$ cat config.mk
export PLATFORM = sky130hd
export DESIGN_NAME = regwr_unlock_seq
export DESIGN_NICKNAME = d
export VERILOG_FILES = /design/src/rtl/wen_pkg.sv /design/src/rtl/wen_frame_rx.sv /design/src/rtl/wen_busy_timer.sv /design/src/rtl/wen_guard.sv /design/src/rtl/regwr_unlock_seq.sv
export SDC_FILE = /design/constraint.sdc
export NUM_CORES = 1
export LEC_CHECK = 0
export ABC_AREA = 1
export BUFFER_PORTS_ARGS = -buffer_cell sky130_fd_sc_hd__buf_4
export CAP_MARGIN = 10
export CORE_ASPECT_RATIO = 0.9
export CORE_MARGIN = 2
export CORE_UTILIZATION = 63
export DETAILED_ROUTE_END_ITERATION = 8
export GPL_TIMING_DRIVEN = 0
export PLACE_DENSITY_LB_ADDON = 0.08
export SLEW_MARGIN = 20
export SYNTH_ARGS = -nofsm -noshare
export SYNTH_HDL_FRONTEND = slang
export SYNTH_HIERARCHICAL = 1
export SYNTH_SLANG_ARGS = --single-unit
$ cat constraint.sdc
create_clock -name clk -period 14.55 [get_ports clk]
set_input_delay 0 -clock clk [delete_from_list [all_inputs] [get_ports clk]]
set_output_delay 0 -clock clk [all_outputs]
set_load 0.02 [all_outputs]
$ cat src/rtl/wen_pkg.sv
package wen_pkg;

  typedef enum logic [2:0] {
    FR_IDLE = 3'd0,
    FR_DEV  = 3'd1,
    FR_ADDR = 3'd2,
    FR_DATA = 3'd3,
    FR_SKIP = 3'd4
  } fr_state_t;

  typedef enum logic [1:0] {
    GRP_NONE  = 2'd0,
    GRP_CLOCK = 2'd1,
    GRP_CTRL  = 2'd2
  } grp_t;

  localparam logic [7:0] ST_CLEAR = 8'h00;
  localparam logic [7:0] ST_ARM   = 8'h02;
  localparam logic [7:0] ST_OPEN  = 8'h06;

endpackage

$ cat src/rtl/wen_frame_rx.sv
module wen_frame_rx
  import wen_pkg::*;
#(
  parameter int         MAX_BYTES = 8,
  parameter logic [7:0] DEV_ADDR  = 8'hDE,
  localparam int        CW        = $clog2(MAX_BYTES + 1)
) (
  input  logic                   clk,
  input  logic                   rst_n,
  input  logic                   start_i,
  input  logic                   stop_i,
  input  logic                   byte_vld_i,
  input  logic [7:0]             byte_i,
  output logic                   in_data_o,
  output logic [7:0]             addr_o,
  output logic [CW-1:0]          len_o,
  output logic                   ovf_o,
  output logic [8*MAX_BYTES-1:0] data_o
);

  fr_state_t     st_q, st_n;
  logic [CW-1:0] cnt_q, cnt_n;
  logic          ovf_q, ovf_n;
  logic [7:0]    addr_q, addr_n;
  logic          wr_byte;
  logic [7:0]    buf_q [MAX_BYTES];

  always_comb begin
    st_n    = st_q;
    cnt_n   = cnt_q;
    ovf_n   = ovf_q;
    addr_n  = addr_q;
    wr_byte = 1'b0;
    if (start_i) begin
      st_n  = FR_DEV;
      cnt_n = '0;
      ovf_n = 1'b0;
    end else if (stop_i) begin
      st_n = FR_IDLE;
    end else if (byte_vld_i) begin
      case (st_q)
        FR_DEV:  st_n = (byte_i == DEV_ADDR) ? FR_ADDR : FR_SKIP;
        FR_ADDR: begin
          addr_n = byte_i;
          st_n   = FR_DATA;
        end
        FR_DATA: begin
          if (cnt_q == CW'(MAX_BYTES)) begin
            ovf_n = 1'b1;
          end else begin
            wr_byte = 1'b1;
            cnt_n   = cnt_q + 1'b1;
          end
        end
        default: ;
      endcase
    end
  end

  always_ff @(posedge clk or negedge rst_n) begin
    if (!rst_n) begin
      st_q   <= FR_IDLE;
      cnt_q  <= '0;
      ovf_q  <= 1'b0;
      addr_q <= '0;
    end else begin
      st_q   <= st_n;
      cnt_q  <= cnt_n;
      ovf_q  <= ovf_n;
      addr_q <= addr_n;
    end
  end

  for (genvar i = 0; i < MAX_BYTES; i++) begin : g_buf
    logic slot_en;
    assign slot_en = wr_byte && (cnt_q == CW'(i));
    always_ff @(posedge clk or negedge rst_n) begin
      if (!rst_n) begin
        buf_q[i] <= '0;
      end else if (slot_en) begin
        buf_q[i] <= byte_i;
      end
    end
    assign data_o[8*i +: 8] = buf_q[i];
  end

  assign in_data_o = (st_q == FR_DATA);
  assign addr_o    = addr_q;
  assign len_o     = cnt_q;
  assign ovf_o     = ovf_q;

  // the byte count never passes the buffer depth
  assert_len_bound_R12: assert property (@(posedge clk) disable iff (!rst_n)
    cnt_q <= CW'(MAX_BYTES));

  // once a frame overflows it stays marked until the next start
  assert_ovf_sticky_R12: assert property (@(posedge clk) disable iff (!rst_n)
    (ovf_q && !start_i) |=> ovf_q);

endmodule

$ cat src/rtl/wen_busy_timer.sv
module wen_busy_timer #(
  parameter int  BUSY_CYCLES = 2000000,
  localparam int BW          = $clog2(BUSY_CYCLES + 1)
) (
  input  logic clk,
  input  logic rst_n,
  input  logic load_i,
  output logic busy_o
);

  logic [BW-1:0] cnt_q, cnt_n;
  logic          cnt_en;

  assign cnt_en = load_i || (cnt_q != '0);

  always_comb begin
    if (load_i) cnt_n = BW'(BUSY_CYCLES);
    else        cnt_n = cnt_q - 1'b1;
  end

  always_ff @(posedge clk or negedge rst_n) begin
    if (!rst_n)      cnt_q <= '0;
    else if (cnt_en) cnt_q <= cnt_n;
  end

  assign busy_o = (cnt_q != '0);

  // a control commit opens the busy window on the next cycle
  assert_busy_after_load_R7: assert property (@(posedge clk) disable iff (!rst_n)
    load_i |=> busy_o);

  // no new window may start while one is running
  assert_no_reload_R11: assert property (@(posedge clk) disable iff (!rst_n)
    busy_o |-> !load_i);

endmodule

$ cat src/rtl/wen_guard.sv
module wen_guard
  import wen_pkg::*;
#(
  parameter logic [7:0] STAT_ADDR  = 8'h3F,
  parameter logic [7:0] CLK_BASE   = 8'h30,
  parameter int         CLK_BYTES  = 8,
  parameter logic [7:0] CTRL_BASE  = 8'h10,
  parameter int         CTRL_BYTES = 5,
  parameter int         MAX_BYTES  = 8,
  localparam int        CW         = $clog2(MAX_BYTES + 1),
  localparam logic [7:0] CTRL_LAST = 8'(CTRL_BASE + CTRL_BYTES - 1)
) (
  input  logic                   clk,
  input  logic                   rst_n,
  input  logic                   stop_i,
  input  logic [2:0]             frag_i,
  input  logic                   in_data_i,
  input  logic [7:0]             addr_i,
  input  logic [CW-1:0]          len_i,
  input  logic                   ovf_i,
  input  logic [8*MAX_BYTES-1:0] data_i,
  input  logic                   busy_i,
  output logic                   busy_load_o,
  output logic                   wel_o,
  output logic                   rwel_o,
  output logic                   commit_o,
  output logic [1:0]             grp_o,
  output logic [7:0]             caddr_o,
  output logic [CW-1:0]          clen_o,
  output logic [8*MAX_BYTES-1:0] cdata_o
);

  logic       frame_ok, is_stat, is_clk, is_ctrl, stat_hit, prot_ok;
  logic [8:0] ctrl_end;
  logic [7:0] first_byte;
  logic       wel_n, rwel_n;
  grp_t       grp_n;

  assign first_byte = data_i[7:0];
  assign ctrl_end   = {1'b0, addr_i} - {1'b0, CTRL_BASE} + 9'(len_i);

  always_comb begin
    frame_ok = stop_i && in_data_i && (frag_i == 3'd0) && !ovf_i && !busy_i
               && (len_i != '0);
    is_stat  = (addr_i == STAT_ADDR) && (len_i == CW'(1));
    is_clk   = (addr_i == CLK_BASE) && (len_i == CW'(CLK_BYTES));
    is_ctrl  = (addr_i >= CTRL_BASE) && (addr_i <= CTRL_LAST)
               && (ctrl_end <= 9'(CTRL_BYTES));
    stat_hit = frame_ok && is_stat;
    prot_ok  = frame_ok && wel_o && rwel_o && (is_clk || is_ctrl);
  end

  always_comb begin
    wel_n  = wel_o;
    rwel_n = rwel_o;
    grp_n  = GRP_NONE;
    if (stat_hit) begin
      case (first_byte)
        ST_CLEAR: begin
          wel_n  = 1'b0;
          rwel_n = 1'b0;
        end
        ST_ARM:  wel_n = 1'b1;
        ST_OPEN: begin
          if (wel_o) begin
            wel_n  = 1'b1;
            rwel_n = 1'b1;
          end
        end
        default: ;
      endcase
    end else if (prot_ok) begin
      rwel_n = 1'b0;
      grp_n  = is_clk ? GRP_CLOCK : GRP_CTRL;
    end
  end

  assign busy_load_o = prot_ok && is_ctrl && !is_clk;

  always_ff @(posedge clk or negedge rst_n) begin
    if (!rst_n) begin
      wel_o    <= 1'b0;
      rwel_o   <= 1'b0;
      commit_o <= 1'b0;
    end else begin
      wel_o    <= wel_n;
      rwel_o   <= rwel_n;
      commit_o <= prot_ok;
    end
  end

  always_ff @(posedge clk or negedge rst_n) begin
    if (!rst_n) begin
      grp_o   <= '0;
      caddr_o <= '0;
      clen_o  <= '0;
      cdata_o <= '0;
    end else if (prot_ok) begin
      grp_o   <= grp_n;
      caddr_o <= addr_i;
      clen_o  <= len_i;
      cdata_o <= data_i;
    end
  end

  // a commit only follows a cycle with both latches set
  assert_commit_gated_R6: assert property (@(posedge clk) disable iff (!rst_n)
    commit_o |-> $past(wel_o && rwel_o));

  // a commit closes the register gate and keeps the first latch
  assert_commit_relocks_R8: assert property (@(posedge clk) disable iff (!rst_n)
    commit_o |-> (!rwel_o && wel_o));

  // the register gate can only open on top of the first latch
  assert_open_order_R3: assert property (@(posedge clk) disable iff (!rst_n)
    $rose(rwel_o) |-> $past(wel_o));

  // nothing commits out of a busy cycle
  assert_no_commit_busy_R11: assert property (@(posedge clk) disable iff (!rst_n)
    commit_o |-> !$past(busy_i));

  // latches are frozen while busy
  assert_latch_frozen_R11: assert property (@(posedge clk) disable iff (!rst_n)
    busy_i |=> ($stable(wel_o) && $stable(rwel_o)));

endmodule

$ cat src/rtl/regwr_unlock_seq.sv
module regwr_unlock_seq #(
  parameter logic [7:0] DEV_ADDR    = 8'hDE,
  parameter logic [7:0] STAT_ADDR   = 8'h3F,
  parameter logic [7:0] CLK_BASE    = 8'h30,
  parameter int         CLK_BYTES   = 8,
  parameter logic [7:0] CTRL_BASE   = 8'h10,
  parameter int         CTRL_BYTES  = 5,
  parameter int         BUSY_CYCLES = 2000000,
  localparam int        MAX_BYTES   = (CLK_BYTES > CTRL_BYTES) ? CLK_BYTES : CTRL_BYTES,
  localparam int        LW          = $clog2(MAX_BYTES + 1)
) (
  input  logic                   clk,
  input  logic                   rst_n,
  input  logic                   start_i,
  input  logic                   stop_i,
  input  logic [2:0]             stop_frag_i,
  input  logic                   byte_vld_i,
  input  logic [7:0]             byte_i,
  output logic                   wel_o,
  output logic                   rwel_o,
  output logic                   busy_o,
  output logic                   commit_o,
  output logic [1:0]             commit_grp_o,
  output logic [7:0]             commit_addr_o,
  output logic [LW-1:0]          commit_len_o,
  output logic [8*MAX_BYTES-1:0] commit_data_o
);

  logic                   rst_meta_q, rst_sync_q;
  logic                   in_data;
  logic [7:0]             fr_addr;
  logic [LW-1:0]          fr_len;
  logic                   fr_ovf;
  logic [8*MAX_BYTES-1:0] fr_data;
  logic                   busy_load;

  always_ff @(posedge clk or negedge rst_n) begin
    if (!rst_n) begin
      rst_meta_q <= 1'b0;
      rst_sync_q <= 1'b0;
    end else begin
      rst_meta_q <= 1'b1;
      rst_sync_q <= rst_meta_q;
    end
  end

  wen_frame_rx #(
    .MAX_BYTES (MAX_BYTES),
    .DEV_ADDR  (DEV_ADDR)
  ) u_rx (
    .clk        (clk),
    .rst_n      (rst_sync_q),
    .start_i    (start_i),
    .stop_i     (stop_i),
    .byte_vld_i (byte_vld_i),
    .byte_i     (byte_i),
    .in_data_o  (in_data),
    .addr_o     (fr_addr),
    .len_o      (fr_len),
    .ovf_o      (fr_ovf),
    .data_o     (fr_data)
  );

  wen_guard #(
    .STAT_ADDR  (STAT_ADDR),
    .CLK_BASE   (CLK_BASE),
    .CLK_BYTES  (CLK_BYTES),
    .CTRL_BASE  (CTRL_BASE),
    .CTRL_BYTES (CTRL_BYTES),
    .MAX_BYTES  (MAX_BYTES)
  ) u_guard (
    .clk         (clk),
    .rst_n       (rst_sync_q),
    .stop_i      (stop_i),
    .frag_i      (stop_frag_i),
    .in_data_i   (in_data),
    .addr_i      (fr_addr),
    .len_i       (fr_len),
    .ovf_i       (fr_ovf),
    .data_i      (fr_data),
    .busy_i      (busy_o),
    .busy_load_o (busy_load),
    .wel_o       (wel_o),
    .rwel_o      (rwel_o),
    .commit_o    (commit_o),
    .grp_o       (commit_grp_o),
    .caddr_o     (commit_addr_o),
    .clen_o      (commit_len_o),
    .cdata_o     (commit_data_o)
  );

  wen_busy_timer #(
    .BUSY_CYCLES (BUSY_CYCLES)
  ) u_busy (
    .clk    (clk),
    .rst_n  (rst_sync_q),
    .load_i (busy_load),
    .busy_o (busy_o)
  );

endmodule

==> results.py <==
metrics = {
    "status": {
        "status": "finished, final reports clean",
    },
    "detailed_routing": {
        "avgRoutedWirePerCell_um": 14.9,
        "drtAntennaViolNets": 0,
        "drc_errors": 0,
        "num_vias": 7010,
        "drtIter0Drc": 711,
        "drt_wl_total_mm": 19.5,
        "firstDrtPassIters": 8,
        "viasPerCell": 5.36,
    },
    "synthesis": {
        "yosys_most_used_dff": "dfrtp_1",
        "yosysTopAreaCellShare_pct": 54.5,
        "synth_edf_count": 0,
        "syn_nets": 1030,
        "yosysWarnings": 6,
        "yosys.area.top_type": "dfrtp_1",
        "synth_seq_area_share_pct": 54.5,
        "synthTopCellsByArea": "dfrtp_1 54%, nand2_1 17%, nand4_1 4.4%",
        "synth-seq-cells": 184,
        "synth_cells": 1003,
        "synth.distinct_cells": 37,
        "synth-async-reset-ratio_pct": 100,
        "syn_area_per_cell_um2": 8.43,
        "syn_area_um2": 8460,
    },
    "cells_and_area": {
        "finalInstanceArea_um2": 10100,
        "syn_to_final_growth_pct": 19.7,
        "final_common_cell": "nand2_1",
        "layout-drive-gt1-share_pct": 18.4,
        "nets": 1155,
        "layout_common_cells": "391 x nand2_1, 183 x dfrtp_1, 97 x buf_4",
        "diodes": 0,
    },
    "timing": {
        "tightest_slew_ns": 0.724,
        "slew_violations": 0,
        "fin_setup_tns_ns": 0,
        "setup_viol": 0,
        "rsz0062_at_grt": "no",
        "slew_headroom_pct": 51.7,
        "worst_clock_skew_ns": 0.00810,
        "finalHoldViolCount": 0,
        "timing.final.crit_period_ns": 3.27,
        "fin_crit_sh_pct": 22.5,
        "max_freq_mhz": 306,
    },
    "setup_path": {
        "worstSetupStartpointType": "flip-flop",
        "crit_arrival_ns": 3.58,
        "rrSetupSlack_ns": 11.28,
        "cp.required_ns": 14.86,
        "crit_slowest_cell": "dfrtp_1",
        "worstPathCellList": "inv_1 -> ha_1 -> nand2_1 -> nor2_1 -> nand4_1 -> inv_1 -> nand2_1 -> nor2_2 -> nand3_1 -> nor2_1 -> nand2_1 -> inv_1 -> buf_2 -> clkinv_1 -> buf_1 -> nand3_1 -> nand2_1",
        "crit_type": "reg -> reg",
        "critPathMostFrequentCell": "nand2_1",
        "cp_slowest_stage_delay_ns": 0.38,
        "crit_path_max_fanout": 10,
        "crit_path_end_kind": "flip-flop",
        "crit_buf_inv": 6,
        "crit_family": "simple AND/OR/NAND/NOR gates",
    },
    "global_route": {
        "grt.total_usage_pct": 28.3,
        "antenna_found_initial": 0,
        "grt_pass1_vias": 6469,
        "overflow": 0,
        "grt_pass1_wl_mm": 32.2,
        "grt_max_degree": 55,
    },
    "cts": {
        "ctsResizeCount": 0,
        "cts_buffers": 17,
        "cts_root_buf": "clkbuf_16",
        "cts.reportedPaths.clkPinSlew_ns": 0.06,
        "cts_tree": "done",
        "clock_latency_ns": 0.42,
        "htree_levels": 4,
        "cts_setup_buffers": 0,
        "clock_sinks": 184,
        "cts_buffer_depth": 2,
    },
    "floorplanning": {
        "core_area_um2": 13200,
        "ioPinCount": 98,
        "num_rows": 40,
        "dieHeight_um": 114,
        "die_width_um": 126,
        "start_util_pct": 64.0,
        "die_area_um2": 14400,
    },
    "place": {
        "placed_area_um2": 9440,
        "place_hpwl_mm": 13.6,
        "routabilityCongestion": 0.919,
        "portBuffers": 91,
    },
    "pwr": {
        "leakagePower_nw": 5.57,
        "ir_worst_vdd_mv": 0.103,
        "powerDensity_nw_per_um2": 96.4,
    },
    "min_path": {
        "hold_class": "in -> reg",
    },
    "flow_run": {
        "maxCapViolations": 0,
    },
}
## worst min-delay path: cells and delay by family
| kind | cells | cell delay, ns |
|---|---|---|
| simple gates | 2 | 0.20 |
| buf+inv | 1 | 0.23 |
## cell families after synthesis
family / share of synthesized area (%)
compound gates: 2.96
xor+xnor: 0.621
fa+ha+maj: 1.72
buf+inv: 7.15
flops: 54.5
other cells: 0.0443
simple gates: 33.1
## what timing repair did
item                                   in CTS  in global routing
hold buffers                               12                  0
endpoints found under the hold margin      40                  0
setup endpoints to repair                   0                  0
## registers in the layout, summed over array words and instances, names as in the netlist
name,flops
u_guard/rwel_o,1
u_rx/len_o,4
rst_meta_q,1
u_rx/ovf_o,1
u_guard/caddr_o,8
u_busy/cnt_q,21
u_rx/data_o,64
u_guard/cdata_o,64
u_guard/grp_o,2
u_guard/commit_o,1
rst_sync_q,1
u_rx/addr_o,8
u_guard/wel_o,1
u_rx/st_q,3
u_guard/clen_o,4
## cell usage after synthesis (2+ instances only)
master and n:
dfrtp_1 184, o21ai_1 9, nor4_1 3, a21oi_1 7, nor2_4 6, xor2_1 6, buf_4 6, nand3b_1 4
nor2_2 13, nand2_1 391, ha_1 10, nand2_2 27, o21ai_0 31, or2_2 2, nor2_1 57, clkinv_1 2
inv_1 84, nor3_1 3, buf_6 10, buf_1 4, clkbuf_1 3, buf_2 13, nand4_1 60, nand3_1 55
## report_power, final
| group | switching, mW | internal [mW] |
|---|---|---|
| logic | 0.0176 | 0.00767 |
| clock network | 0.188 | 0.248 |
| registers | 0.00188 | 0.512 |
| total | 0.207 | 0.768 |
## metrics by stage
stage / setup WS (ns) / hold WS, ns / instances / power (mW) / utilization, %
floorplan: 9.04 / -0.296 / 1003 / 0.535 / -
global placement: 7.15 / -0.216 / 1262 / 0.544 / 70.8
detailed placement: 11.33 / -0.216 / 1265 / 0.547 / 71.4
CTS: 11.31 / 0.0365 / 1308 / 0.982 / 76.6
global route: 11.01 / 0.0490 / 1308 / 1.01 / 76.6
finish: 11.28 / 0.0488 / 1308 / 0.976 / 76.6
## area by class of cell
type                       instances  area, um^2
buffer                            38         269
sequential                       184        4610
tap                              168         210
timing repair buffer             106         886
clock buffer                      21         470
clock inverter                    10        96.3
inverter                          88         335
multi-input combinational        693        3250
fill                             959        3090
## path summary, 6_finish.rpt
| kind | startpoint | endpoint | cells after the start |
|---|---|---|---|
| worst max-delay path | u_busy/cnt_q[0] | u_busy/cnt_q[0] | 17 |
| worst min-delay path | byte_i[2] | u_rx/data_o[50] | 3 |
| worst max register to register | u_busy/cnt_q[0] | u_busy/cnt_q[0] | 17 |
| worst min register to register | rst_sync_q | u_guard/caddr_o[4] | 0 |
| max in group asynchronous | rst_sync_q | u_guard/cdata_o[16] | 2 |
| min in group asynchronous | rst_sync_q | u_guard/caddr_o[4] | 0 |
## routing by layer
layer  global-route usage (%)  vias to the layer above  share of wire, %
met3                     5.82                       39               6.2
met2                     44.8                      227                47
met5                        0                        -                 0
met1                     39.7                     3301                44
met4                     9.82                        0               2.7
li1                         -                     3443                 -
Power figures use the tool's default switching activity.
